<file path="src/rtl/bridge_pkg.sv">
package bridge_pkg;
   typedef enum logic [1:0] {
      ST_WAIT = 2'd0,
      ST_DECODE = 2'd1,
      ST_XFER = 2'd2,
      ST_POST = 2'd3
   } seq_state_t;
endpackage

</file>
<file path="src/rtl/bridge_cmd_reg.sv">
module bridge_cmd_reg #(
   parameter int CMD_W  = 32,
   parameter int ADDR_W = 7,
   parameter int DATA_W = 8,
   parameter int EN_BIT = 24
) (
   input  logic              clk,
   input  logic              rst,
   input  logic              load,
   input  logic [CMD_W-1:0]  word_in,
   output logic [ADDR_W-1:0] addr,
   output logic              rd,
   output logic [DATA_W-1:0] wbyte,
   output logic              enable
);
   localparam int RD_BIT = ADDR_W;
   localparam int WB_LO  = ADDR_W + 1;
   localparam int WB_HI  = WB_LO + DATA_W - 1;

   initial begin
      assert (WB_HI < EN_BIT) else $fatal(1, "enable bit overlaps data field");
      assert (EN_BIT < CMD_W) else $fatal(1, "enable bit outside word");
   end

   logic [CMD_W-1:0] held;

   always_ff @(posedge clk) begin
      if (rst)       held <= '0;
      else if (load) held <= word_in;
   end

   assign addr   = held[ADDR_W-1:0];
   assign rd     = held[RD_BIT];
   assign wbyte  = held[WB_HI:WB_LO];
   assign enable = held[EN_BIT];
endmodule

</file>
<file path="src/rtl/bridge_seq.sv">
module bridge_seq
   import bridge_pkg::*;
(
   input  logic clk,
   input  logic rst,
   input  logic spi_busy,
   input  logic spi_ready,
   input  logic cmd_en,
   input  logic done,
   output logic load,
   output logic capture,
   output logic commit,
   output logic go,
   output logic waiting
);
   seq_state_t st;

   always_comb begin
      load    = (st == ST_WAIT) && !spi_busy && spi_ready;
      capture = (st == ST_XFER) && done;
      commit  = (st == ST_POST) && !spi_busy;
      waiting = (st == ST_WAIT);
   end

   always_ff @(posedge clk) begin
      if (rst) begin
         st <= ST_WAIT;
         go <= 1'b0;
      end else begin
         go <= (st == ST_DECODE) && cmd_en;
         unique case (st)
            ST_WAIT:   if (load) st <= ST_DECODE;
            ST_DECODE: st <= cmd_en ? ST_XFER : ST_WAIT;
            ST_XFER:   if (capture) st <= ST_POST;
            ST_POST:   if (commit) st <= ST_WAIT;
            default:   st <= ST_WAIT;
         endcase
      end
   end

   a_r1_hold_wait: assert property (@(posedge clk) disable iff (rst)
      (st == ST_WAIT && (spi_busy || !spi_ready)) |=> (st == ST_WAIT));
   a_r4_skip_disabled: assert property (@(posedge clk) disable iff (rst)
      (st == ST_DECODE && !cmd_en) |=> (st == ST_WAIT && !go));
   a_r5_single_pulse: assert property (@(posedge clk) disable iff (rst)
      go |=> !go);
   a_r5_pulse_in_xfer: assert property (@(posedge clk) disable iff (rst)
      go |-> (st == ST_XFER));
   a_r6_wait_done: assert property (@(posedge clk) disable iff (rst)
      (st == ST_XFER && !done) |=> (st == ST_XFER));
   a_r10_reset: assert property (@(posedge clk)
      rst |=> (st == ST_WAIT && !go));
endmodule

</file>
<file path="src/rtl/bridge_result.sv">
module bridge_result #(
   parameter int DATA_W = 8,
   parameter int TX_W   = 32
) (
   input  logic              clk,
   input  logic              rst,
   input  logic              clear,
   input  logic              capture,
   input  logic              commit,
   input  logic              rd,
   input  logic              nack,
   input  logic [DATA_W-1:0] rbyte,
   output logic [TX_W-1:0]   tx_word
);
   localparam int ACK_BIT = DATA_W;
   localparam int VLD_BIT = DATA_W + 1;

   initial begin
      assert (TX_W > VLD_BIT) else $fatal(1, "return word too narrow");
   end

   logic [DATA_W-1:0] pend_byte;
   logic              pend_nack;
   logic [VLD_BIT:0]  low_bits;

   always_ff @(posedge clk) begin
      if (rst) begin
         pend_byte <= '0;
         pend_nack <= 1'b0;
      end else if (capture) begin
         pend_byte <= rd ? rbyte : '0;
         pend_nack <= nack;
      end
   end

   always_ff @(posedge clk) begin
      if (rst || clear) low_bits <= '0;
      else if (commit)  low_bits <= {1'b1, pend_nack, pend_byte};
   end

   generate
      if (TX_W > VLD_BIT + 1) begin : g_pad
         assign tx_word = {{(TX_W-VLD_BIT-1){1'b0}}, low_bits};
      end else begin : g_exact
         assign tx_word = low_bits;
      end
   endgenerate

   a_r8_clear_on_load: assert property (@(posedge clk) disable iff (rst)
      clear |=> (tx_word == '0));
   a_r8_valid_needs_commit: assert property (@(posedge clk) disable iff (rst)
      $rose(tx_word[VLD_BIT]) |-> $past(commit));
endmodule

</file>
<file path="src/rtl/xfer_bridge_seq.sv">
module xfer_bridge_seq #(
   parameter int CMD_W  = 32,
   parameter int ADDR_W = 7,
   parameter int DATA_W = 8,
   parameter int EN_BIT = 24
) (
   input  logic              clk,
   input  logic              rst,
   input  logic              spi_busy,
   input  logic              spi_ready,
   input  logic [CMD_W-1:0]  spi_word,
   output logic              i2c_go,
   output logic [ADDR_W-1:0] i2c_addr,
   output logic              i2c_read,
   output logic [DATA_W-1:0] i2c_wbyte,
   input  logic              i2c_done,
   input  logic              i2c_nack,
   input  logic [DATA_W-1:0] i2c_rbyte,
   output logic [CMD_W-1:0]  ret_word
);
   localparam int VLD_BIT = DATA_W + 1;

   logic load, capture, commit, cmd_en, waiting;

   bridge_cmd_reg #(.CMD_W(CMD_W), .ADDR_W(ADDR_W), .DATA_W(DATA_W), .EN_BIT(EN_BIT)) u_cmd (
      .clk(clk), .rst(rst), .load(load), .word_in(spi_word),
      .addr(i2c_addr), .rd(i2c_read), .wbyte(i2c_wbyte), .enable(cmd_en));

   bridge_seq u_seq (
      .clk(clk), .rst(rst), .spi_busy(spi_busy), .spi_ready(spi_ready),
      .cmd_en(cmd_en), .done(i2c_done), .load(load), .capture(capture),
      .commit(commit), .go(i2c_go), .waiting(waiting));

   bridge_result #(.DATA_W(DATA_W), .TX_W(CMD_W)) u_res (
      .clk(clk), .rst(rst), .clear(load), .capture(capture), .commit(commit),
      .rd(i2c_read), .nack(i2c_nack), .rbyte(i2c_rbyte), .tx_word(ret_word));

   a_r7_post_when_idle: assert property (@(posedge clk) disable iff (rst)
      $rose(ret_word[VLD_BIT]) |-> $past(!spi_busy));
   a_r9_fields_frozen: assert property (@(posedge clk) disable iff (rst)
      !waiting |=> ($stable(i2c_addr) && $stable(i2c_read) && $stable(i2c_wbyte)));
   a_r10_reset_clears: assert property (@(posedge clk)
      rst |=> (ret_word == '0 && i2c_addr == '0));
endmodule

</file>
<file path="config.mk">
export PLATFORM = sky130hd
export DESIGN_NAME = xfer_bridge_seq
export DESIGN_NICKNAME = d
export VERILOG_FILES = /design/src/rtl/bridge_pkg.sv /design/src/rtl/bridge_cmd_reg.sv /design/src/rtl/bridge_seq.sv /design/src/rtl/bridge_result.sv /design/src/rtl/xfer_bridge_seq.sv
export SDC_FILE = /design/constraint.sdc
export NUM_CORES = 1
export LEC_CHECK = 0
export BUFFER_PORTS_ARGS = -buffer_cell sky130_fd_sc_hd__buf_2
export CAP_MARGIN = 20
export CORE_UTILIZATION = 43
export DETAILED_ROUTE_END_ITERATION = 7
export PLACE_DENSITY = 0.84
export SLEW_MARGIN = 30
export SYNTH_ARGS = -nofsm -noshare
export SYNTH_HDL_FRONTEND = slang
export SYNTH_HIERARCHICAL = 1
export SYNTH_SLANG_ARGS = --single-unit
</file>
<file path="constraint.sdc">
create_clock -name clk -period 1.5 [get_ports clk]
set_input_delay 0.225 -clock clk [delete_from_list [all_inputs] [get_ports clk]]
set_output_delay 0.225 -clock clk [all_outputs]
set_load 0.02 [all_outputs]
</file>
# [Word level (Yosys, flattened, before mapping)]
# Cells that the tools add are included.
[word_totals] elab_cells=27 mem_count=0 regBits=47 mem_bits_ro=0 latchBits=0 ram_bits=0 output_inout_bits=49
[op_classes] n_addsub=0 bitwise=0 mux=6 n_mul=0 n_eq_ne=6 order_cmp=0 n_div=0 n_reduce_logical=9 n_shift=0
[ops] operator="$mux W2" count=4
[ops] operator="$mux W8" count=1
[ops] operator="$pmux W2 S4" count=1
[ops] operator="$logic_and A1 B1 Y1" count=5
[ops] operator="$eq A2 B2 Y1 const B" count=2
[ops] operator="$ne A2 B2 Y1 const B" count=2
[ops] operator="$reduce_and A3 Y1" count=1
[ops] operator="$eq A2 B1 Y1 const B" count=1
[ops] operator="$logic_not A2 Y1" count=1
[ops] operator="$ne A2 B1 Y1 const B" count=1
[ops] operator="$logic_not A1 Y1" count=1
[ops] operator="$logic_or A1 B1 Y1" count=1

# [Logic depth before layout (Yosys ltp)]
# Gate-level depths: netlist of the first run.
[logic_depth] word_depth=5 mapped_depth=5

# [Hierarchy]
# Netlist of the first run, hierarchy kept.
[by_module_without_submodules] mod="bridge_result" seq_area_each_um2=380.4 cells_per_inst=94 area_per_inst_um2=873.3 n_inst=1
[by_module_without_submodules] mod="bridge_cmd_reg" seq_area_each_um2=340.3 cells_per_inst=55 area_per_inst_um2=614.3 n_inst=1
[by_module_without_submodules] mod="bridge_seq" seq_area_each_um2=60.1 cells_per_inst=16 area_per_inst_um2=145.1 n_inst=1

# [Least setup slack after synthesis of the first run]
# OpenSTA, ideal clock, no wires.
[synth_path] path_kind="register -> register" start="register with a tool-made name" end="register u_cmd.held[10]" required_ns=1.383 arrival_time_ns=1.246 stages_incl_launch_ff=6 setup_slack_ns=0.137 path_cell_list="dfxtp_1 nor4b_2 buf_6 buf_12 mux2i_1 nor2_1"
[synth_lines] item="end signal: assignment" line_no="bridge_cmd_reg.sv:29" text="else if (load) held <= word_in;"
[synth_lines] item="end: declaration" line_no="bridge_cmd_reg.sv:25" text="logic [CMD_W-1:0] held;"

==> reports/summary.txt, run 1 <==
leading cell types in the layout, fill and taps excluded = 57 x buf_2, 39 x dfxtp_1, 29 x nor2_1
# rows = 21
area taken by multi-input logic gates = 689 sq um
YS warnings = 6
leak pwr = 0.876 nW
Die X-Extent = 63.6 um
crit path cell chain = nor4b_4 -> buf_12 -> mux2i_1 -> nor2_1
register area = 781 sq um
Worst EP arrival = 1.52 ns
Wirelength per Cell = 10.6 um
Top Ports = 95
number of global-route vias before repair = 1067
internal power = 1.45 mW
1st-pass router iterations = 4
Clock Path Buffers = 2
setup TNS = 0 ns
Seq pwr share = 55.8%
area grow syn2layout = 19.4%
filler cell count = 332
DIE HEIGHT = 63.6 um
Highest Clock Rate = 746 MHz
most common cell after layout, fill and taps aside = buf_2
core area = 3470 sq um
layout net count = 268
Worst-path clk slew = 0.07 ns
synthesized area per cell = 9.93 sq um
vias per inst = 4.41
CP Buf/Inv Count = 1
diode count = 0
Sw Pwr = 0.476 mW
post-cts resize count = 0
CTS root buf = clkbuf_8
Worst path max stage delay = 0.39 ns
mapped cell area = 1630 sq um
WHS = 0.172 ns
delay-heaviest family, CP = simple AND/OR/NAND/NOR gates
RSZ-0062 raised after global routing = no
pwr dens = 993 nW/um^2
GRT Overall Usage = 15.2%
Post-CTS Setup Repair Bufs = 0
post-route clock period utilization = 89.4%
# clock sinks = 39
Power Total = 1.93 mW
Mapped Cells = 164
HP Class = primary input to flip-flop
final setup fails = 0
TritonCTS Buffers = 5
number of H-tree levels = 2
critical path's slowest cell = dfxtp_1
largest net degree at the start of global routing = 19
Clock power frac = 32.3%
RePlAce Congestion = 0.661
grt ovf = 0
Final Max Slew Viols = 0
Sw Share = 24.6%
final hold viol count = 0
DRC = 0
clock latency on the worst-skew pair = 0.28 ns
Clock Skew = 0.00640 ns
CP startpoint kind = flip-flop
layout cells sized above 1 = 32.1%
Via Count = 1178
critical path capture point type = flip-flop
post-cts hold buffer count = 0
count of input and output buffers = 57
initial antenna violation count = 0
die area = 4040 sq um
status = finished clean
Final min period = 1.34 ns
Final ANT Viol Nets = 0
worst endpoint required time = 1.68 ns
Post-Route WL = 2820 um
Detailed Place HPWL = 2040 um
starting density of the core = 47.0%
worst-path fanout max = 18
first-pass GRT wire length = 4620 um
first-iteration detailed-routing DRC count = 25
MaxCap Viol Count = 0
Critical Setup Path Class = flip-flop to flip-flop
TritonCTS clock tree = built
Peak VDD IR = 0.616 mV
Logic pwr share = 11.9%
## cell type report
cell class                 instances  area share (%)
sequential                        39            40.2
timing repair buffer              61            17.5
inverter                           1           0.193
clock buffer                       6            3.73
tap                               46            2.96
multi-input combinational        114            35.5
## worst reg2reg max path: stages, from the launching register on
cell	delay (ns)
dfxtp_1	0.39
nor4b_4	0.37
buf_12	0.22
mux2i_1	0.20
nor2_1	0.06
## metrics by stage
step	std cells	instance area, sq um	util (%)	setup WS (ns)
floorplan	185	1710	-	0.148
global placement	261	1870	54.0	0.173
detailed placement	261	1870	54.0	0.152
CTS	267	1940	56.1	0.131
global route	267	1940	56.1	0.0282
finish	267	1940	56.1	0.160
## path summary, 6_finish.rpt
path / start / to / slack [ns] / cells after the start
setup / recovery: flip-flop / u_cmd/held[3]$_SDFFE_PP0P_ / 0.16 / 4
hold / removal: spi_word[10] / u_cmd/held[10]$_SDFFE_PP0P_ / 0.17 / 3
setup reg to reg: flip-flop / u_cmd/held[3]$_SDFFE_PP0P_ / 0.16 / 4
hold reg to reg: u_res/pend_byte[6]$_SDFFE_PP0P_ / u_res/pend_byte[6]$_SDFFE_PP0P_ / 0.47 / 2
## flip-flops by register name, indices dropped and copies added, names as in the netlist, named ones only
register,cells
u_res/pend_byte,8
u_seq/go,1
u_res/low_bits,10
u_seq/st,1
u_res/pend_nack,1
u_cmd/held,17
## power groups by stage
stage / registers [mW] / logic (mW) / clock network, mW
global placement: 1.10 / 0.228 / 0
global route: 1.08 / 0.250 / 0.701
finish: 1.08 / 0.230 / 0.624
detailed placement: 1.10 / 0.232 / 0
floorplan: 1.12 / 0.182 / 0
CTS: 1.08 / 0.232 / 0.649
## layer usage
metal	GRT usage [%]	vias to the layer above	part of all wire, %
li1	-	606	-
met1	17.1	518	44
met3	6.70	5	6.9
met4	5.11	0	1.6
met2	25.4	49	47
met5	0	-	0
(Power assumes the default switching activity.)
==> inputs of run 2 (changes only) <==
Settings changed: PLACE_DENSITY 0.84 to 0.79, SKIP_CTS_REPAIR_TIMING set to 1.
==> run 2 against run 1 <==
Effect of this change: clock power increased by 20%; clock-buffer cell count increased by 2; non-clock buffer count increased by 1; clock skew decreased by 0.0017 ns; cell area increased by 0.71%; largest power group unchanged; critical path depth decreased by 1; wire length increased by 2.1%; critical endpoint is now u_res/low_bits[8]$_SDFFE_PP0P_; via count decreased by 0.25%.
==> reports/summary.txt, run 2 (same netlist as run 1, synthesis figures left out) <==
R2R depth = 3 (was 4)
Post-Route WL = 2880 um (was 2820 um)
Worst path max stage delay = 0.39 ns (about the same)
max reg flops = 17 (unchanged)
CP startpoint kind = flip-flop (unchanged)
first-iteration detailed-routing DRC count = 36 (was 25)
crit path cell chain = nor4b_4 -> or2_1 -> nor2_1 (was nor4b_4 -> buf_12 -> mux2i_1 -> nor2_1)
core area = 3470 sq um (unchanged)
filler cell count = 339 (was 332)
TritonCTS clock tree = built (unchanged)
GRT Overall Usage = 14.8% (was 15.2%)
final setup fails = 0 (unchanged)
1st-pass router iterations = 4 (unchanged)
DRC = 0 (unchanged)
RePlAce Congestion = 0.763 (was 0.661)
CTS root buf = clkbuf_8 (unchanged)
end of the worst register-to-register path = u_res/low_bits[8]$_SDFFE_PP0P_ (was u_cmd/held[3]$_SDFFE_PP0P_)
Worst-path clk slew = 0.07 ns (about the same)
most flop-heavy register = u_cmd/held (unchanged)
RSZ-0062 raised after global routing = no (unchanged)
diode count = 0 (unchanged)
r2r setup slk = 0.18 ns (was 0.16 ns)
Peak VDD IR = 0.546 mV (was 0.616 mV)
starting density of the core = 47.0% (unchanged)
layout net count = 269 (was 268)
Final ANT Viol Nets = 0 (unchanged)
critical path depth = 3 (was 4)
worst endpoint required time = 1.65 ns (was 1.68 ns)
Wirelength per Cell = 10.7 um (was 10.6 um)
# clock sinks = 39 (unchanged)
first-pass GRT wire length = 4570 um (was 4620 um)
Via Count = 1175 (was 1178)
most common cell after layout, fill and taps aside = buf_2 (unchanged)
Highest Clock Rate = 759 MHz (was 746 MHz)
worst-path fanout max = 10 (was 18)
largest net degree at the start of global routing = 18 (was 19)
Top Ports = 95 (unchanged)
Placed Cells = 262 (was 261)
WHS = 0.179 ns (was 0.172 ns)
R2R Path Start = u_seq/st[0]$_SDFFE_PP0P_
Clock Path Buffers = 2 (unchanged)
clock latency on the worst-skew pair = 0.28 ns (about the same)
critical path capture point type = flip-flop (unchanged)
HP Class = primary input to flip-flop (unchanged)
post-route clock period utilization = 87.9% (was 89.4%)
number of H-tree levels = 2 (unchanged)
count of input and output buffers = 57 (unchanged)
delay-heaviest family, CP = simple AND/OR/NAND/NOR gates (unchanged)
status = finished clean (unchanged)
vias per inst = 4.35 (was 4.41)
CP Buf/Inv Count = 0 (was 1)
leading cell types in the layout, fill and taps excluded = 57 x buf_2, 39 x dfxtp_1, 29 x nor2_1 (unchanged)
area grow syn2layout = 20.2% (was 19.4%)
pwr dens = 1050 nW/um^2 (was 993 nW/um^2)
Detailed Place HPWL = 2130 um (was 2040 um)
final cell count without fillers = 270 (was 267)
layout cells sized above 1 = 33.0% (was 32.1%)
MaxCap Viol Count = 0 (unchanged)
leak pwr = 0.890 nW (was 0.876 nW)
Setup crit end = u_res/low_bits[8]$_SDFFE_PP0P_ (was u_cmd/held[3]$_SDFFE_PP0P_)
Critical Setup Path Class = flip-flop to flip-flop (unchanged)
CP startpoint = u_seq/st[0]$_SDFFE_PP0P_
critical path's slowest cell = or2_1 (was dfxtp_1)
Clock Skew = 0.00473 ns (was 0.00640 ns)
Final min period = 1.32 ns (was 1.34 ns)
Hold Startpoint = spi_word[0] (was spi_word[10])
number of global-route vias before repair = 1060 (was 1067)
die area = 4040 sq um (unchanged)
grt ovf = 0 (unchanged)
DIE HEIGHT = 63.6 um (unchanged)
Worst EP arrival = 1.47 ns (was 1.52 ns)
register area = 781 sq um (unchanged)
# rows = 21 (unchanged)
Final Max Slew Viols = 0 (unchanged)
area taken by multi-input logic gates = 689 sq um (unchanged)
TritonCTS Buffers = 5 (unchanged)
Largest regs = u_cmd/held x17, u_res/low_bits x10, u_res/pend_byte x8 (unchanged)
initial antenna violation count = 0 (unchanged)
setup TNS = 0 ns (unchanged)
Die X-Extent = 63.6 um (unchanged)
final hold viol count = 0 (unchanged)
==> run 2: cell types whose count changed in the layout (fill, tap and decap cells not counted) <==
cell | previous run | this run
buf_4 | 2 | 4
buf_12 | 2 | 0
clkbuf_8 | 5 | 7
buf_6 | 0 | 1
==> run 2: metrics by stage <==
stage / setup slack, ns / utilization [%] / instance area (sq um) / total power, mW
floorplan: 0.148 / - / 1710 / 1.30
global placement: 0.154 / 53.5 / 1850 / 1.33
detailed placement: 0.0878 / 53.5 / 1850 / 1.33
CTS: 0.0715 / 56.3 / 1950 / 2.07
global route: 0.0384 / 56.5 / 1960 / 2.15
finish: 0.182 / 56.5 / 1960 / 2.05
==> run 2: worst register-to-register path, stage by stage, from the launching register on <==
cell     delay [ns]
dfxtp_1        0.36
nor4b_4        0.33
or2_1          0.39
nor2_1         0.11
==> run 2: cell type report <==
class	count	share of cell area, %
sequential	39	39.9
multi-input combinational	114	35.2
timing repair buffer	62	16.7
clock buffer	8	5.11
tap	46	2.94
inverter	1	0.192
==> run 2: worst min-delay path by stage <==
stage                                      to  cells past startpoint  slack, ns
2_1_floorplan        u_seq/st[0]$_SDFFE_PP0P_                      1       0.29
3_3_place_gp   u_res/low_bits[9]$_SDFFE_PP0P_                      2       0.45
3_5_place_dp   u_res/low_bits[9]$_SDFFE_PP0P_                      2       0.46
4_1_cts            u_cmd/held[1]$_SDFFE_PP0P_                      3       0.18
5_1_grt            u_cmd/held[5]$_SDFFE_PP0P_                      3       0.18
6_report           u_cmd/held[0]$_SDFFE_PP0P_                      3       0.18
==> run 2: power breakdown <==
part / leakage [nW] / switching [mW] / internal [mW] / total (mW)
sequential: 0.316 / 0.0156 / 1.06 / 1.08
combinational: 0.522 / 0.146 / 0.0844 / 0.231
clock: 0.0515 / 0.328 / 0.419 / 0.747
total: 0.890 / 0.490 / 1.56 / 2.05
==> run 2: layer usage <==
layer  track usage (%)  part of all wire [%]  wire length [um]  vias to the layer above
met5                 0                     0                 0                        -
met4              5.97                   1.1                33                        0
met3              3.80                   4.7               135                        2
met2              25.7                    49              1420                       39
met1              17.0                    45              1290                      526
li1                  -                     -                 -                      608
==> inputs of run 3 (changes only) <==
Settings changed: CELL_PAD_IN_SITES_DETAIL_PLACEMENT set to 0, CELL_PAD_IN_SITES_GLOBAL_PLACEMENT set to 1, CORE_UTILIZATION 43 to 31, PLACE_DENSITY 0.79 to not set, PLACE_DENSITY_LB_ADDON set to 0.1.
==> run 3 against run 2 <==
Effect of this change: hold slack lost 0.0046 ns; register-to-register slack worse by 0.03 ns; sequential share of layout area down 0.45 points; flip-flop and latch count unchanged.
==> reports/summary.txt, run 3 (same netlist as run 1, synthesis figures left out) <==
Via Count = 1213 (was 1175)
diode count = 0 (unchanged)
1st-pass router iterations = 4 (unchanged)
CP startpoint kind = flip-flop (unchanged)
status = finished clean (unchanged)
# clock sinks = 39 (unchanged)
critical path's slowest cell = dfxtp_1 (was or2_1)
Final ANT Viol Nets = 0 (unchanged)
Detailed Place HPWL = 2380 um (was 2130 um)
Worst path max stage delay = 0.36 ns (was 0.39 ns)
die area = 5550 sq um (was 4040 sq um)
leading cell types in the layout, fill and taps excluded = 57 x buf_2, 39 x dfxtp_1, 29 x nor2_1 (unchanged)
setup TNS = 0 ns (unchanged)
Peak VDD IR = 0.417 mV (was 0.546 mV)
max reg flops = 17 (unchanged)
Post-Route WL = 3280 um (was 2880 um)
Critical Setup Path Class = flip-flop to flip-flop (unchanged)
R2R depth = 4 (was 3)
critical path capture point type = flip-flop (unchanged)
worst-path fanout max = 14 (was 10)
vias per inst = 4.13 (was 4.35)
Worst Hold Depth = 3 (unchanged)
grt ovf = 0 (unchanged)
area taken by multi-input logic gates = 692 sq um (was 689 sq um)
Worst EP arrival = 1.52 ns (was 1.47 ns)
Power Total = 1.97 mW (was 2.05 mW)
filler cell count = 534 (was 339)
first-iteration detailed-routing DRC count = 17 (was 36)
Top Ports = 95 (unchanged)
GRT Overall Usage = 12.4% (was 14.8%)
# rows = 26 (was 21)
layout cells sized above 1 = 33.0% (unchanged)
final setup fails = 0 (unchanged)
final hold viol count = 0 (unchanged)
first-pass GRT wire length = 5130 um (was 4570 um)
Clock Path Buffers = 2 (unchanged)
RSZ-0062 raised after global routing = no (unchanged)
initial antenna violation count = 0 (unchanged)
Largest regs = u_cmd/held x17, u_res/low_bits x10, u_res/pend_byte x8 (unchanged)
HP Class = primary input to flip-flop (unchanged)
crit path cell chain = nor4b_4 -> buf_4 -> mux2i_1 -> nor2_1 (was nor4b_4 -> or2_1 -> nor2_1)
most flop-heavy register = u_cmd/held (unchanged)
Final Max Slew Viols = 0 (unchanged)
count of input and output buffers = 57 (unchanged)
TritonCTS Buffers = 5 (unchanged)
TritonCTS clock tree = built (unchanged)
starting density of the core = 32.1% (was 47.0%)
worst endpoint required time = 1.67 ns (was 1.65 ns)
register area = 781 sq um (unchanged)
Highest Clock Rate = 742 MHz (was 759 MHz)
post-route clock period utilization = 89.8% (was 87.9%)
Clock Skew = 0.00574 ns (was 0.00473 ns)
DRC = 0 (unchanged)
RePlAce Congestion = 0.680 (was 0.763)
Die X-Extent = 74.5 um (was 63.6 um)
leak pwr = 0.884 nW (was 0.890 nW)
pwr dens = 995 nW/um^2 (was 1050 nW/um^2)
number of H-tree levels = 2 (unchanged)
DIE HEIGHT = 74.5 um (was 63.6 um)
CTS root buf = clkbuf_8 (unchanged)
Final min period = 1.35 ns (was 1.32 ns)
core area = 5070 sq um (was 3470 sq um)
area grow syn2layout = 21.6% (was 20.2%)
most common cell after layout, fill and taps aside = buf_2 (unchanged)
largest net degree at the start of global routing = 18 (unchanged)
Worst-path clk slew = 0.07 ns (about the same)
number of global-route vias before repair = 1181 (was 1060)
MaxCap Viol Count = 0 (unchanged)
layout net count = 269 (unchanged)
Wirelength per Cell = 11.2 um (was 10.7 um)
clock latency on the worst-skew pair = 0.28 ns (about the same)
==> run 3: changes by cell type in the layout (fill, tap and decap cells not counted) <==
cell      change
buf_12        +1
buf_6         -1
clkbuf_1      +1
clkbuf_8      -2
clkinv_2      +1
or2_1         -1
or2_4         +1
==> run 3: critical path: cells and delay by family (launching register included) <==
kind,cells,cell delay [ns]
buf+inv,1,0.30
flops,1,0.36
mux,1,0.23
simple gates,2,0.35
==> run 3: per-stage QoR <==
stage               setup WS (ns)  instances  area [sq um]  util (%)  hold WS [ns]
global placement           0.0648        286          1900      37.4         0.448
floorplan                   0.148        185          1710         -         0.292
detailed placement         0.0343        286          1900      37.4         0.456
global route               0.0461        294          1980      39.0         0.175
CTS                        0.0166        294          1980      39.0         0.165
finish                      0.153        294          1980      39.0         0.174
==> run 3: area by class of cell <==
cell class,count,share of cell area (%)
sequential,39,39.4
clock buffer,7,3.85
multi-input combinational,114,34.9
inverter,1,0.190
clock inverter,1,0.253
timing repair buffer,62,16.9
tap,70,4.42
==> run 3: power by group <==
| part | leakage, nW | internal (mW) | switching [mW] | total (mW) |
|---|---|---|---|---|
| Sequential | 0.316 | 1.06 | 0.0172 | 1.08 |
| Combinational | 0.526 | 0.0833 | 0.149 | 0.232 |
| Clock | 0.0422 | 0.326 | 0.336 | 0.662 |
==> run 3: worst paths after layout <==
path,from,endpoint,slack (ns)
setup / recovery,u_seq/st[0]$_SDFFE_PP0P_,u_cmd/held[10]$_SDFFE_PP0P_,0.15
hold / removal,spi_word[13],u_cmd/held[13]$_SDFFE_PP0P_,0.17
setup reg to reg,u_seq/st[0]$_SDFFE_PP0P_,u_cmd/held[10]$_SDFFE_PP0P_,0.15
hold reg to reg,u_res/low_bits[9]$_SDFFE_PP0P_,u_res/low_bits[9]$_SDFFE_PP0P_,0.46
==> run 3: routing by layer <==
layer | vias to the layer above | GRT usage [%] | wire, um
met4 | 0 | 4.40 | 21
met3 | 4 | 5.56 | 275
met2 | 55 | 21.3 | 1600
li1 | 611 | - | -
met5 | - | 0 | 0
met1 | 543 | 13.6 | 1380
